### config.mk
export PLATFORM = sky130hd
export DESIGN_NAME = tank_valve_ctrl
export DESIGN_NICKNAME = d
export VERILOG_FILES = /design/src/rtl/tank_pkg.sv /design/src/rtl/tank_sync.sv /design/src/rtl/tank_decide.sv /design/src/rtl/tank_valve_ctrl.sv
export SDC_FILE = /design/constraint.sdc
export NUM_CORES = 1
export LEC_CHECK = 0
export BUFFER_PORTS_ARGS = -buffer_cell sky130_fd_sc_hd__buf_2
export CAP_MARGIN = 10
export CORE_AREA = 2 2 39 41
export DETAILED_ROUTE_END_ITERATION = 8
export DIE_AREA = 0 0 41 43
export MAX_ROUTING_LAYER = met4
export SYNTH_ARGS = -nofsm -noshare
export SYNTH_HDL_FRONTEND = slang
export SYNTH_SLANG_ARGS = --single-unit
### constraint.sdc
create_clock -name clk -period 0.8 [get_ports clk]
set_clock_uncertainty 0.15 [all_clocks]
set_input_delay 0 -clock clk [delete_from_list [all_inputs] [get_ports clk]]
set_output_delay 0 -clock clk [all_outputs]
set_load 0.02 [all_outputs]
### src/rtl/tank_pkg.sv
package tank_pkg;

    // Drive level on the valve pin; encoding equals the pin value.
    typedef enum logic {
        VALVE_OPEN = 1'b0,
        VALVE_SHUT = 1'b1
    } valve_t;

    typedef struct packed {
        logic high;
        logic low;
    } level_t;

    localparam int LEVEL_W = $bits(level_t);

    // Impossible reading: top wet while bottom is dry.
    function automatic logic level_bad(input level_t lv);
        return lv.high & ~lv.low;
    endfunction

    // Hysteresis decision with the present valve state fed back.
    function automatic valve_t decide_valve(input level_t lv, input valve_t cur);
        valve_t nxt;
        unique case ({lv.high, lv.low})
            2'b11:   nxt = VALVE_OPEN;
            2'b10:   nxt = VALVE_OPEN;
            2'b01:   nxt = cur;
            default: nxt = VALVE_SHUT;
        endcase
        return nxt;
    endfunction

endpackage

### src/rtl/tank_sync.sv
module tank_sync #(
    parameter int WIDTH  = 2,
    parameter int STAGES = 2
) (
    input  logic             clk,
    input  logic             rst,
    input  logic [WIDTH-1:0] d,
    output logic [WIDTH-1:0] q
);
    localparam int LAST = STAGES - 1;

    logic [WIDTH-1:0] chain [STAGES];

    always_ff @(posedge clk) begin
        if (rst) chain[0] <= '0;
        else     chain[0] <= d;
    end

    for (genvar i = 1; i < STAGES; i++) begin : g_stage
        always_ff @(posedge clk) begin
            if (rst) chain[i] <= '0;
            else     chain[i] <= chain[i-1];
        end
    end

    assign q = chain[LAST];

endmodule

### src/rtl/tank_decide.sv
module tank_decide
    import tank_pkg::*;
(
    input  level_t lvl,
    input  valve_t cur,
    output valve_t nxt,
    output logic   bad
);
    always_comb begin
        nxt = decide_valve(lvl, cur);
        bad = level_bad(lvl);
    end
endmodule

### src/rtl/tank_valve_ctrl.sv
module tank_valve_ctrl
    import tank_pkg::*;
#(
    parameter int SYNC_STAGES = 2
) (
    input  logic clk,
    input  logic rst,
    input  logic lvl_high_i,
    input  logic lvl_low_i,
    output logic valve_n_o,
    output logic sensor_fault_o
);
    level_t raw_lvl;
    level_t sync_lvl;
    valve_t valve_q;
    valve_t valve_d;
    logic   fault_q;
    logic   fault_d;

    assign raw_lvl.high = lvl_high_i;
    assign raw_lvl.low  = lvl_low_i;

    tank_sync #(
        .WIDTH  (LEVEL_W),
        .STAGES (SYNC_STAGES)
    ) u_sync (
        .clk (clk),
        .rst (rst),
        .d   (raw_lvl),
        .q   (sync_lvl)
    );

    tank_decide u_decide (
        .lvl (sync_lvl),
        .cur (valve_q),
        .nxt (valve_d),
        .bad (fault_d)
    );

    always_ff @(posedge clk) begin
        if (rst) begin
            valve_q <= VALVE_SHUT;
            fault_q <= 1'b0;
        end else begin
            valve_q <= valve_d;
            fault_q <= fault_d;
        end
    end

    assign valve_n_o      = valve_q;
    assign sensor_fault_o = fault_q;


    reset_closed_chk: assert property (@(posedge clk)
        rst |=> (valve_n_o == 1'b1 && sensor_fault_o == 1'b0));


    full_opens_chk: assert property (@(posedge clk) disable iff (rst)
        (sync_lvl.high && sync_lvl.low) |=> (valve_n_o == 1'b0));


    band_holds_chk: assert property (@(posedge clk) disable iff (rst)
        (!sync_lvl.high && sync_lvl.low) |=> $stable(valve_n_o));


    empty_closes_chk: assert property (@(posedge clk) disable iff (rst)
        (!sync_lvl.high && !sync_lvl.low) |=> (valve_n_o == 1'b1));


    fault_opens_chk: assert property (@(posedge clk) disable iff (rst)
        (sync_lvl.high && !sync_lvl.low) |=> (valve_n_o == 1'b0 && sensor_fault_o));


    fault_clears_chk: assert property (@(posedge clk) disable iff (rst)
        !(sync_lvl.high && !sync_lvl.low) |=> !sensor_fault_o);

endmodule

## Yosys cells after proc, flatten, opt, wreduce, memory -nomap -nowiden

Memories as Yosys holds them, arrays and structs flattened.
Index checks and enable logic that the tools add are counted.

- Reductions and logical operators: 1
- Mux-type cells: 6
- Bitwise operators: 4
- Equality and inequality tests: 3

Operators with widths:

| cell | count |
|---|---|
| $eq 2x2->1 const B | 2 |
| $mux 2 | 2 |
| $mux 1 | 3 |
| $eq 2x1->1 const B | 1 |
| $or 1x1->1 | 2 |
| $pmux 1 s2 | 1 |
| $reduce_or 2->1 | 1 |
| $and 1x1->1 | 1 |
| $not 1->1 | 1 |

- Bits in registers: 2
- Word-level logic and storage cells: 17
- Memories: 1
- Output and inout port bits: 2
- Input port bits: 4
- Memory bits (writable): 4

Memory list:

| name | depth | width | rd ports | clocked after memory_dff | write ports | line | RTL |
|---|---|---|---|---|---|---|---|
| u_sync.chain | 2 | 2 | 2 | 0 | 2 | tank_sync.sv:12 | `logic [WIDTH-1:0] chain [STAGES];` |

## Longest topological paths before layout

Gate-level depths: netlist of run 1.

- Word-level depth: 3
- Depth in mapped cells: 2
- Mapped depth without buffers: 2

## Modules after synthesis

A second synthesis of run 1 with hierarchy kept.

- Cells, all modules: 15
- Area total of the unflattened synthesis: 181.4 um2

Modules (own cells, without submodules):

| module | times used | area each (um2) | cells each | sequential area each (um2) |
|---|---|---|---|---|
| tank_sync | 1 | 105.1 | 8 | 80.1 |
| tank_valve_ctrl | 1 | 55.1 | 4 | 40.0 |
| tank_decide | 1 | 21.3 | 3 | 0.0 |

## Worst setup path before layout of run 1

OpenSTA, ideal clock, no wires.

- Path type: reg-to-reg
- Start point: register, netlist name valve_n_o
- End point: register valve_q, in the netlist valve_n_o
- Arrival: 0.582 ns
- Setup time: 0.070 ns
- Path buffers: 0
- Clock period less this slack: 0.802 ns
- Slack: -0.002 ns
- Required time: 0.580 ns
- Stages on the path, launching flop included: 3
- Cell sequence: dfxtp_1 > nor2b_1 > o21bai_1

RTL lines:

| what | line | RTL |
|---|---|---|
| to (signal assigned) | tank_valve_ctrl.sv:45 | `valve_q <= valve_d;` |
| to (decl) | tank_valve_ctrl.sv:15 | `valve_t valve_q;` |

## Worst setup path in the final report of run 1

- Start point: register valve_q, in the netlist valve_n_o
- End point: output port valve_n_o

RTL lines:

| what | line | RTL |
|---|---|---|
| to (decl) | tank_valve_ctrl.sv:10 | `output logic valve_n_o,` |

No word-level cell between the ends.

==> flow_metrics.env, run 1 <==
export IMPL_synth_edf_count=0
export IMPL_core_um2=1380
export IMPL_start_kind="flip-flop"
export IMPL_syn_nets=17
export IMPL_vias=120
export IMPL_ys_warn_count=0
export IMPL_insertion_delay_ps=240
export IMPL_clockRootBuffer="clkbuf_4"
export IMPL_first_pass_iters=2
export IMPL_ff2ff_setup_slack_ps=30
export IMPL_rows=14
export IMPL_synth_top_area_share_pct=70.1
export IMPL_path_delay_family="flip-flops"
export IMPL_clk_pin_slew_ps=40
export IMPL_final_util_pct=19.9
export IMPL_gp_congestion=0.523
export IMPL_p_per_area_nw_per_um2=2270
export IMPL_maxSlewViolCount=0
export IMPL_wl_per_cell_um=6.33
export IMPL_cts_tree="done"
export IMPL_track_usage_pct=5.15
export IMPL_ys_top_cells_by_area="dfxtp_1 (70%), nor2b_1 (18%), nor3b_2 (7.3%), o21bai_1 (4.4%)"
export IMPL_synthMuxAreaShare_pct=0
export IMPL_rsz0062_at_grt="true"
export IMPL_synth_compound_area_share_pct=4.38
export IMPL_min_delay_start="rst"
export IMPL_clockBufferDepth=2
export IMPL_path_class="flip-flop to output pin"
export IMPL_ys_ff_latch=6
export IMPL_finalHoldViolCount=6
export IMPL_routed_wl_um=247
export IMPL_crit_buf_inv=1
export IMPL_synthArstFlopShare_pct=0
export IMPL_die_x_um=41
export IMPL_failed_checks="negative hold slack, negative setup slack"
export IMPL_min_to="sensor_fault_o"
export IMPL_cp_end_kind="output pin"
export IMPL_die_h_um=43
export IMPL_first_iter_violations=1
export IMPL_vdd_ir_drop_max_mv=0.856
export IMPL_synthDistinctLibCells=4
export IMPL_die_area_um2=1760
export IMPL_syn_inst=13
export IMPL_numPortBuffers=5
export IMPL_n_antenna_cell=0
export IMPL_fin_crit_ps=830
export IMPL_avgSynthCellArea_um2=13.2
export IMPL_grt_first_pass_wirelength_um=427
export IMPL_synth_simple_gate_area_share_pct=25.5
export IMPL_synth_common_cells="dfxtp_1 (6), nor2b_1 (5), nor3b_2 (1), o21bai_1 (1)"
export IMPL_synthFlopType="dfxtp_1"
export IMPL_synthAdderAreaFrac_pct=0
export IMPL_synth_xor_area_share_pct=0
export IMPL_htreeDepth=1
export IMPL_fmax_ghz=1.20
export IMPL_synth_most_common_cell="dfxtp_1"
export IMPL_numCtsBuffers=3
export IMPL_first_global_vias=109
export IMPL_initial_utilization_pct=12.4
export IMPL_syn_to_final_growth_pct=60.6
export IMPL_viasPerCell=3.08
export IMPL_holdWs_ps=-151
export IMPL_antenna_found_initial=0
export IMPL_cts_hold_buf=2
export IMPL_drive_gt1_share_pct=52.2
export IMPL_cp_slowest_cell="dfxtp_2"
export IMPL_arrival_ps=680
export IMPL_r2r_cells=2
export IMPL_worst_pin_slew_ps=116
export IMPL_fin_tns_setup_ps=-44.5
export IMPL_power_leakage_nw=0.114
export IMPL_synth_area_um2=171
export IMPL_drc=0
export IMPL_r2r_end="valve_n_o"
export IMPL_cts_sinks=6
export IMPL_synth_top_family_by_area="simple AND/OR/NAND/NOR gates"
export IMPL_crit_path_max_incr_delay_ps=330
export IMPL_hold_class="primary input to flip-flop"
export IMPL_num_io_pins=6
export IMPL_fin_crit_sh_pct=104
export IMPL_yosysTopAreaCell="dfxtp_1"
export IMPL_outcome="finished with violations"
export IMPL_final_nets=29
export IMPL_seq_area_frac_synth_pct=70.1
export IMPL_reg2reg_from="u_sync.chain[1][0]"
export IMPL_cp_max_fo=2
export IMPL_maxCapViolations=0
export IMPL_holdPathStages=2
export IMPL_required_ps=650
export IMPL_overflow=0
export IMPL_place_ws_ps=18.2
export IMPL_setup_violations=2
export IMPL_grt_max_degree=7
export IMPL_crit_chain="buf_6"
export IMPL_layout_setup_ws_ps=-30.1
export IMPL_ant_nets=0
export IMPL_relSlewSlack_pct=92.3
layout make-up:
class,instances,area (µm²)
sequential,6,124
clock buffer,3,22.5
tap,16,20.0
multi-input combinational,7,51.3
timing repair buffer,7,57.6
fill,146,1110
registers in the layout (all words and copies together) (netlist names):
name            flops
sensor_fault_o      1
u_sync.chain        4
valve_n_o           1
cell usage in the layout (no fill, tap or decap):
cell and instances:
dfxtp_1 3, o21bai_1 1, nor3b_2 1, dlygate4sd3_1 2
dfxtp_2 3, buf_2 3, clkbuf_4 3, nor2b_1 5
buf_6 2
cells by family (layout without fill, tap and decap cells):
family / Yosys count / count (layout)
compound gates: 1 / 1
buf+inv: 0 / 10
simple gates: 6 / 6
flops: 6 / 6
report_power, final:
group	switching, mW	internal (mW)
Sequential	0.00427	0.313
Clock	0.101	0.169
Combinational	0.0130	0.0243
Total	0.118	0.507
how the worst max path moves through the flow:
stage / start / to / slack, ps / cells past startpoint
5_1_grt: valve_n_o / valve_n_o / -80 / 1
3_5_place_dp: u_sync.chain[1][0] / valve_n_o / 20 / 2
6_report: valve_n_o / valve_n_o / -30 / 1
3_3_place_gp: u_sync.chain[1][0] / valve_n_o / 30 / 2
4_1_cts: valve_n_o / valve_n_o / -40 / 1
2_1_floorplan: valve_n_o / valve_n_o / 40 / 2
through the flow:
stage	power (mW)	instances	instance area (µm²)	hold slack, ps
floorplan	0.334	13	173	-80.5
global placement	0.347	34	218	57.6
detailed placement	0.348	34	218	63.3
CTS	0.640	39	274	-160
global route	0.691	39	275	-161
finish	0.625	39	275	-151
repair_timing:
item	4_1_cts	5_1_grt
endpoints found under the setup margin	2	3
resized for setup	5	1
endpoints found under the hold margin	6	6
buffers inserted	0	0
per-layer routing:
metal | wire length (µm) | share of wire [%] | global-route usage [%]
met2 | 98 | 40 | 4.38
met3 | 47 | 19 | 9.42
met1 | 101 | 41 | 3.88
met5 | 0 | 0 | -
met4 | 0 | 0 | 4.00
Note: power is estimated with default switching activity, not from simulation.
==> run 2: changes to the inputs <==
--- a/config.mk
+++ b/config.mk
@@ -13,4 +13,5 @@
 export MAX_ROUTING_LAYER = met4
 export SYNTH_ARGS = -nofsm -noshare
 export SYNTH_HDL_FRONTEND = slang
+export SYNTH_HIERARCHICAL = 1
 export SYNTH_SLANG_ARGS = --single-unit
==> constraint.sdc (replaced) <==
create_clock -name clk -period 0.85 [get_ports clk]
set_clock_uncertainty 0.15 [all_clocks]
set_input_delay 0 -clock clk [delete_from_list [all_inputs] [get_ports clk]]
set_output_delay 0 -clock clk [all_outputs]
set_load 0.02 [all_outputs]
==> flow_metrics.env, run 2 <==
export IMPL_finalHoldViolCount=6
export IMPL_first_iter_violations=2
export IMPL_reg2reg_from="valve_n_o"
export IMPL_arrival_ps=860
export IMPL_synthFlopType="dfxtp_1"
export IMPL_die_h_um=43
export IMPL_final_nets=31
export IMPL_ys_top_cells_by_area="dfxtp_1 (66%), nor2b_1 (14%), a21oi_2 (4.8%), and2b_2 (4.8%), nor2b_2 (4.8%)"
export IMPL_synth_edf_count=0
export IMPL_grt_first_pass_wirelength_um=400
export IMPL_initial_utilization_pct=13.1
export IMPL_maxCapViolations=0
export IMPL_antenna_found_initial=0
export IMPL_drive_gt1_share_pct=61.5
export IMPL_layout_commonest_cell="nor2b_1"
export IMPL_place_ws_ps=-29.6
export IMPL_clockRootBuffer="clkbuf_4"
export IMPL_synthMuxAreaShare_pct=0
export IMPL_power_leakage_nw=0.127
export IMPL_syn_to_final_growth_pct=64.1
export IMPL_rsz0062_at_grt="true"
export IMPL_synthArstFlopShare_pct=0
export IMPL_fin_crit_ps=871
export IMPL_synth_simple_gate_area_share_pct=26.9
export IMPL_routed_wl_um=249
export IMPL_die_x_um=41
export IMPL_maxSlewViolCount=0
export IMPL_htreeDepth=1
export IMPL_vias=124
export IMPL_track_usage_pct=4.55
export IMPL_ys_ff_latch=6
export IMPL_ant_nets=0
export IMPL_final_cell_mix="nor2b_1 (4), clkbuf_4 (3), buf_2 (3), dfxtp_2 (3)"
export IMPL_required_ps=840
export IMPL_first_pass_iters=4
export IMPL_largest_reg_flops=4
export IMPL_clk_pin_slew_ps=50
export IMPL_viasPerCell=2.95
export IMPL_synth_xor_area_share_pct=0
export IMPL_gp_congestion=0.516
export IMPL_yosysTopAreaCell="dfxtp_1"
export IMPL_synth_compound_area_share_pct=4.83
export IMPL_setup_violations=3
export IMPL_cts_tree="done"
export IMPL_relSlewSlack_pct=93.8
export IMPL_cp_end_kind="flip-flop"
export IMPL_synth_top_area_share_pct=66.2
export IMPL_layout_setup_ws_ps=-21.2
export IMPL_hold_class="primary input to flip-flop"
export IMPL_start_kind="flip-flop"
export IMPL_core_um2=1380
export IMPL_synth_most_common_cell="dfxtp_1"
export IMPL_num_io_pins=6
export IMPL_p_per_area_nw_per_um2=2080
export IMPL_synth_common_cells="dfxtp_1 (6), nor2b_1 (4)"
export IMPL_ys_warn_count=6
export IMPL_synthAdderAreaFrac_pct=0
export IMPL_fmax_ghz=1.15
export IMPL_numPortBuffers=5
export IMPL_drc=0
export IMPL_clockBufferDepth=2
export IMPL_cts_hold_buf=2
export IMPL_die_area_um2=1760
export IMPL_synthDistinctLibCells=7
export IMPL_synth_area_um2=181
export IMPL_syn_nets=19
export IMPL_first_global_vias=108
export IMPL_n_antenna_cell=0
export IMPL_holdWs_ps=-177
export IMPL_cp_startpoint="valve_n_o"
export IMPL_failed_checks="negative hold slack, negative setup slack"
export IMPL_holdPathStages=2
export IMPL_vdd_ir_drop_max_mv=0.728
export IMPL_rows=14
export IMPL_r2r_cells=3
export IMPL_avgSynthCellArea_um2=12.1
export IMPL_path_class="flip-flop to flip-flop"
export IMPL_grt_max_degree=7
export IMPL_wl_per_cell_um=5.93
export IMPL_syn_inst=15
export IMPL_overflow=0
export IMPL_n_fill_cell=143
export IMPL_cp_max_fo=2
export IMPL_synth_top_family_by_area="simple AND/OR/NAND/NOR gates"
export IMPL_min_delay_start="rst"
export IMPL_outcome="finished with violations"
export IMPL_insertion_delay_ps=250
export IMPL_numCtsBuffers=3
export IMPL_largest_register="u_sync/chain"
export IMPL_seq_area_frac_synth_pct=66.2
export IMPL_cts_sinks=6
export IMPL_fin_crit_sh_pct=102
export IMPL_worst_pin_slew_ps=93.4
[run 2: cell types whose count changed in the layout (fill, tap and decap cells not counted)]
cell	previous run	this run
dfxtp_1	3	2
or2_1	0	1
clkbuf_1	0	1
dfxtp_4	0	1
nor2b_4	0	1
o21bai_1	1	0
nor3b_2	1	0
a21oi_2	0	1
and2b_2	0	1
inv_2	0	1
nor2b_1	5	4
[run 2: report_power, final]
| part | internal (mW) | switching [mW] |
|---|---|---|
| clock network | 0.178 | 0.105 |
| registers | 0.292 | 0.00568 |
| logic | 0.0255 | 0.0124 |
[run 2: cells by family (layout without fill, tap and decap cells)]
| kind of cell | after synthesis | in the layout |
|---|---|---|
| and+or+nand+nor | 7 | 7 |
| AOI/OAI and AO/OA | 1 | 1 |
| DFF | 6 | 6 |
| buffers and inverters | 1 | 12 |
[run 2: critical path, cell delays in order (launching register included)]
cell     delay [ps]
dfxtp_4         340
inv_2            50
a21oi_2          30
or2_1           190
[run 2: layer usage]
| layer | up-vias | global-route usage [%] | wire [µm] |
|---|---|---|---|
| li1 | 67 | - | - |
| met1 | 48 | 3.58 | 109 |
| met2 | 9 | 3.75 | 85 |
| met3 | 0 | 9.42 | 54 |
| met4 | 0 | 2.00 | 0 |
| met5 | - | - | 0 |
[run 2: metrics by stage]
step | utilization [%] | instances | setup TNS (ps) | cell area (µm²) | power (mW)
finish | 21.5 | 42 | -45.6 | 298 | 0.619
CTS | 21.2 | 42 | -67.0 | 293 | 0.637
global route | 21.5 | 42 | -131 | 298 | 0.665
global placement | 16.6 | 36 | -31.5 | 230 | 0.327
detailed placement | 16.6 | 36 | -40.5 | 230 | 0.328
floorplan | - | 15 | -45.4 | 185 | 0.316
[run 2: cell type report]
cell class              count  area (µm²)  share of cell area (%)
flip-flops and latches      6         128                    42.9
multi-input cells           8        62.6                    21.0
repair buffers              7        57.6                    19.3
clock buffers               4        26.3                    8.82
well taps                  16        20.0                    6.72
inverters                   1        3.75                    1.26
[run 2: path summary, 6_finish.rpt]
kind                   endpoint  slack, ps
max                   valve_n_o        -20
min          u_sync/chain[1][1]       -180
max reg2reg           valve_n_o        -20
min reg2reg  u_sync/chain[1][1]        280
[run 2: repair_timing]
item,CTS,global route
buffers inserted,0,0
endpoints found under the setup margin,4,4
endpoints found under the hold margin,6,6
gates resized for setup,6,2
==> run 3: changes to the inputs <==
--- a/config.mk
+++ b/config.mk
@@ -13,5 +13,4 @@
 export MAX_ROUTING_LAYER = met4
 export SYNTH_ARGS = -nofsm -noshare
 export SYNTH_HDL_FRONTEND = slang
-export SYNTH_HIERARCHICAL = 1
 export SYNTH_SLANG_ARGS = --single-unit
==> constraint.sdc (replaced) <==
create_clock -name clk -period 0.9 [get_ports clk]
set_clock_uncertainty 0.15 [all_clocks]
set_input_delay 0 -clock clk [delete_from_list [all_inputs] [get_ports clk]]
set_output_delay 0 -clock clk [all_outputs]
set_load 0.02 [all_outputs]
==> flow_metrics.env, run 3 (synthesis gave the netlist of run 1 again) <==
export IMPL_outcome="finished, final reports clean"
export IMPL_start_kind="primary input"
export IMPL_rows=14
export IMPL_first_global_vias=127
export IMPL_die_x_um=41
export IMPL_cts_setup_buffers=0
export IMPL_final_area_um2=272
export IMPL_final_cell_mix="dfxtp_1 (6), nor2b_1 (5), buf_2 (4)"
export IMPL_htreeDepth=1
export IMPL_p_per_area_nw_per_um2=2060
export IMPL_numPortBuffers=5
export IMPL_num_io_pins=6
export IMPL_fin_crit_sh_pct=96.0
export IMPL_ant_nets=0
export IMPL_crit_path_max_incr_delay_ps=530
export IMPL_cp_startpoint="rst"
export IMPL_first_pass_iters=1
export IMPL_cp_slowest_cell="dlygate4sd3_1"
export IMPL_overflow=0
export IMPL_drive_gt1_share_pct=37.5
export IMPL_cp_end_kind="flip-flop"
export IMPL_reg2reg_from="u_sync.chain[1][0]"
export IMPL_largest_reg_flops=4
export IMPL_cts_sinks=6
export IMPL_routed_wl_um=277
export IMPL_min_delay_start="u_sync.chain[1][0]"
export IMPL_place_ws_ps=110
export IMPL_place_area_um2=216
export IMPL_required_ps=880
export IMPL_first_iter_violations=0
export IMPL_viasPerCell=3.08
export IMPL_insertion_delay_ps=240
export IMPL_finalHoldViolCount=0
export IMPL_wl_per_cell_um=6.93
export IMPL_antenna_found_initial=0
export IMPL_clk_pin_slew_ps=40
export IMPL_crit_chain="dlygate4sd3_1, buf_2, o21bai_1"
export IMPL_fin_crit_ps=864
export IMPL_die_area_um2=1760
export IMPL_clockBufferDepth=2
export IMPL_vias=123
export IMPL_track_usage_pct=4.75
export IMPL_cp_max_fo=6
export IMPL_power_leakage_nw=0.116
export IMPL_largest_register="u_sync.chain"
export IMPL_rsz0062_at_grt="false"
export IMPL_setup_violations=0
export IMPL_n_antenna_cell=0
export IMPL_relSlewSlack_pct=93.1
export IMPL_hold_class="flip-flop to flip-flop"
export IMPL_vdd_ir_drop_max_mv=0.498
export IMPL_arrival_ps=840
export IMPL_layout_commonest_cell="dfxtp_1"
export IMPL_layout_setup_ws_ps=36.1
export IMPL_fmax_ghz=1.16
export IMPL_numCtsBuffers=3
export IMPL_crit_buf_inv=2
export IMPL_clockRootBuffer="clkbuf_4"
export IMPL_maxCapViolations=0
export IMPL_power_mw=0.560
export IMPL_core_um2=1380
export IMPL_path_class="primary input to flip-flop"
export IMPL_final_nets=30
export IMPL_die_h_um=43
export IMPL_path_delay_family="buffers and inverters"
export IMPL_grt_first_pass_wirelength_um=427
export IMPL_grt_max_degree=7
export IMPL_syn_to_final_growth_pct=58.4
export IMPL_gp_congestion=0.493
export IMPL_initial_utilization_pct=12.4
export IMPL_drc=0
export IMPL_fin_tns_setup_ps=0
export IMPL_cts_tree="done"
export IMPL_maxSlewViolCount=0
export IMPL_worst_pin_slew_ps=103
==> run 3: cell types whose count changed in the layout (fill, tap and decap cells not counted), sizes merged <==
cell	previous run	this run
a21oi	1	0
and2b	1	0
clkbuf	4	3
dlygate4sd3	2	3
inv	1	0
nor3b	0	1
o21bai	0	1
or2	1	0
==> run 3: area by class of cell <==
cell class / count / area [µm²]
Clock buffer: 3 / 22.5
Fill cell: 152 / 1110
Multi-Input combinational cell: 7 / 51.3
Sequential cell: 6 / 120
Tap cell: 16 / 20.0
Timing Repair Buffer: 8 / 57.6
==> run 3: worst paths after layout <==
check / end / slack [ps] / cells past startpoint
min: sensor_fault_o / 270 / 1
max reg2reg: valve_n_o / 110 / 2
max: valve_n_o / 40 / 3
min reg2reg: sensor_fault_o / 270 / 1
==> run 3: worst reg2reg max path, stage by stage (launching register included) <==
cell	delay, ps
dfxtp_1	330
nor2b_1	130
o21bai_1	60
==> run 3: repair_timing <==
| action | 4_1_cts | 5_1_grt |
|---|---|---|
| hold buffers | 3 | 0 |
| endpoints found under the setup margin | 0 | 1 |
| resized for setup | 0 | 1 |
| endpoints found under the hold margin | 6 | 0 |
==> run 3: stage by stage <==
| step | instances | utilization [%] | hold WS [ps] |
|---|---|---|---|
| 6_report | 40 | 19.6 | 275 |
| 5_1_grt | 40 | 19.6 | 301 |
| 4_1_cts | 40 | 19.4 | 281 |
| 3_5_place_dp | 34 | 15.6 | 67.7 |
| 3_3_place_gp | 34 | 15.6 | 58.2 |
| 2_1_floorplan | 13 | - | -80.5 |
==> run 3: where the power goes <==
group | switching (mW) | internal (mW) | leakage, nW
combinational | 0.0121 | 0.0223 | 0.0526
sequential | 0.00330 | 0.278 | 0.0494
clock | 0.0937 | 0.151 | 0.0138
==> run 3: per-layer routing <==
layer  GRT usage, %  vias up  routed length [µm]
li1               -       63                   -
met1           2.61       50                 106
met2           6.25       10                 117
met3           7.85        0                  53
met4           2.00        0                   0
met5              -        -                   0
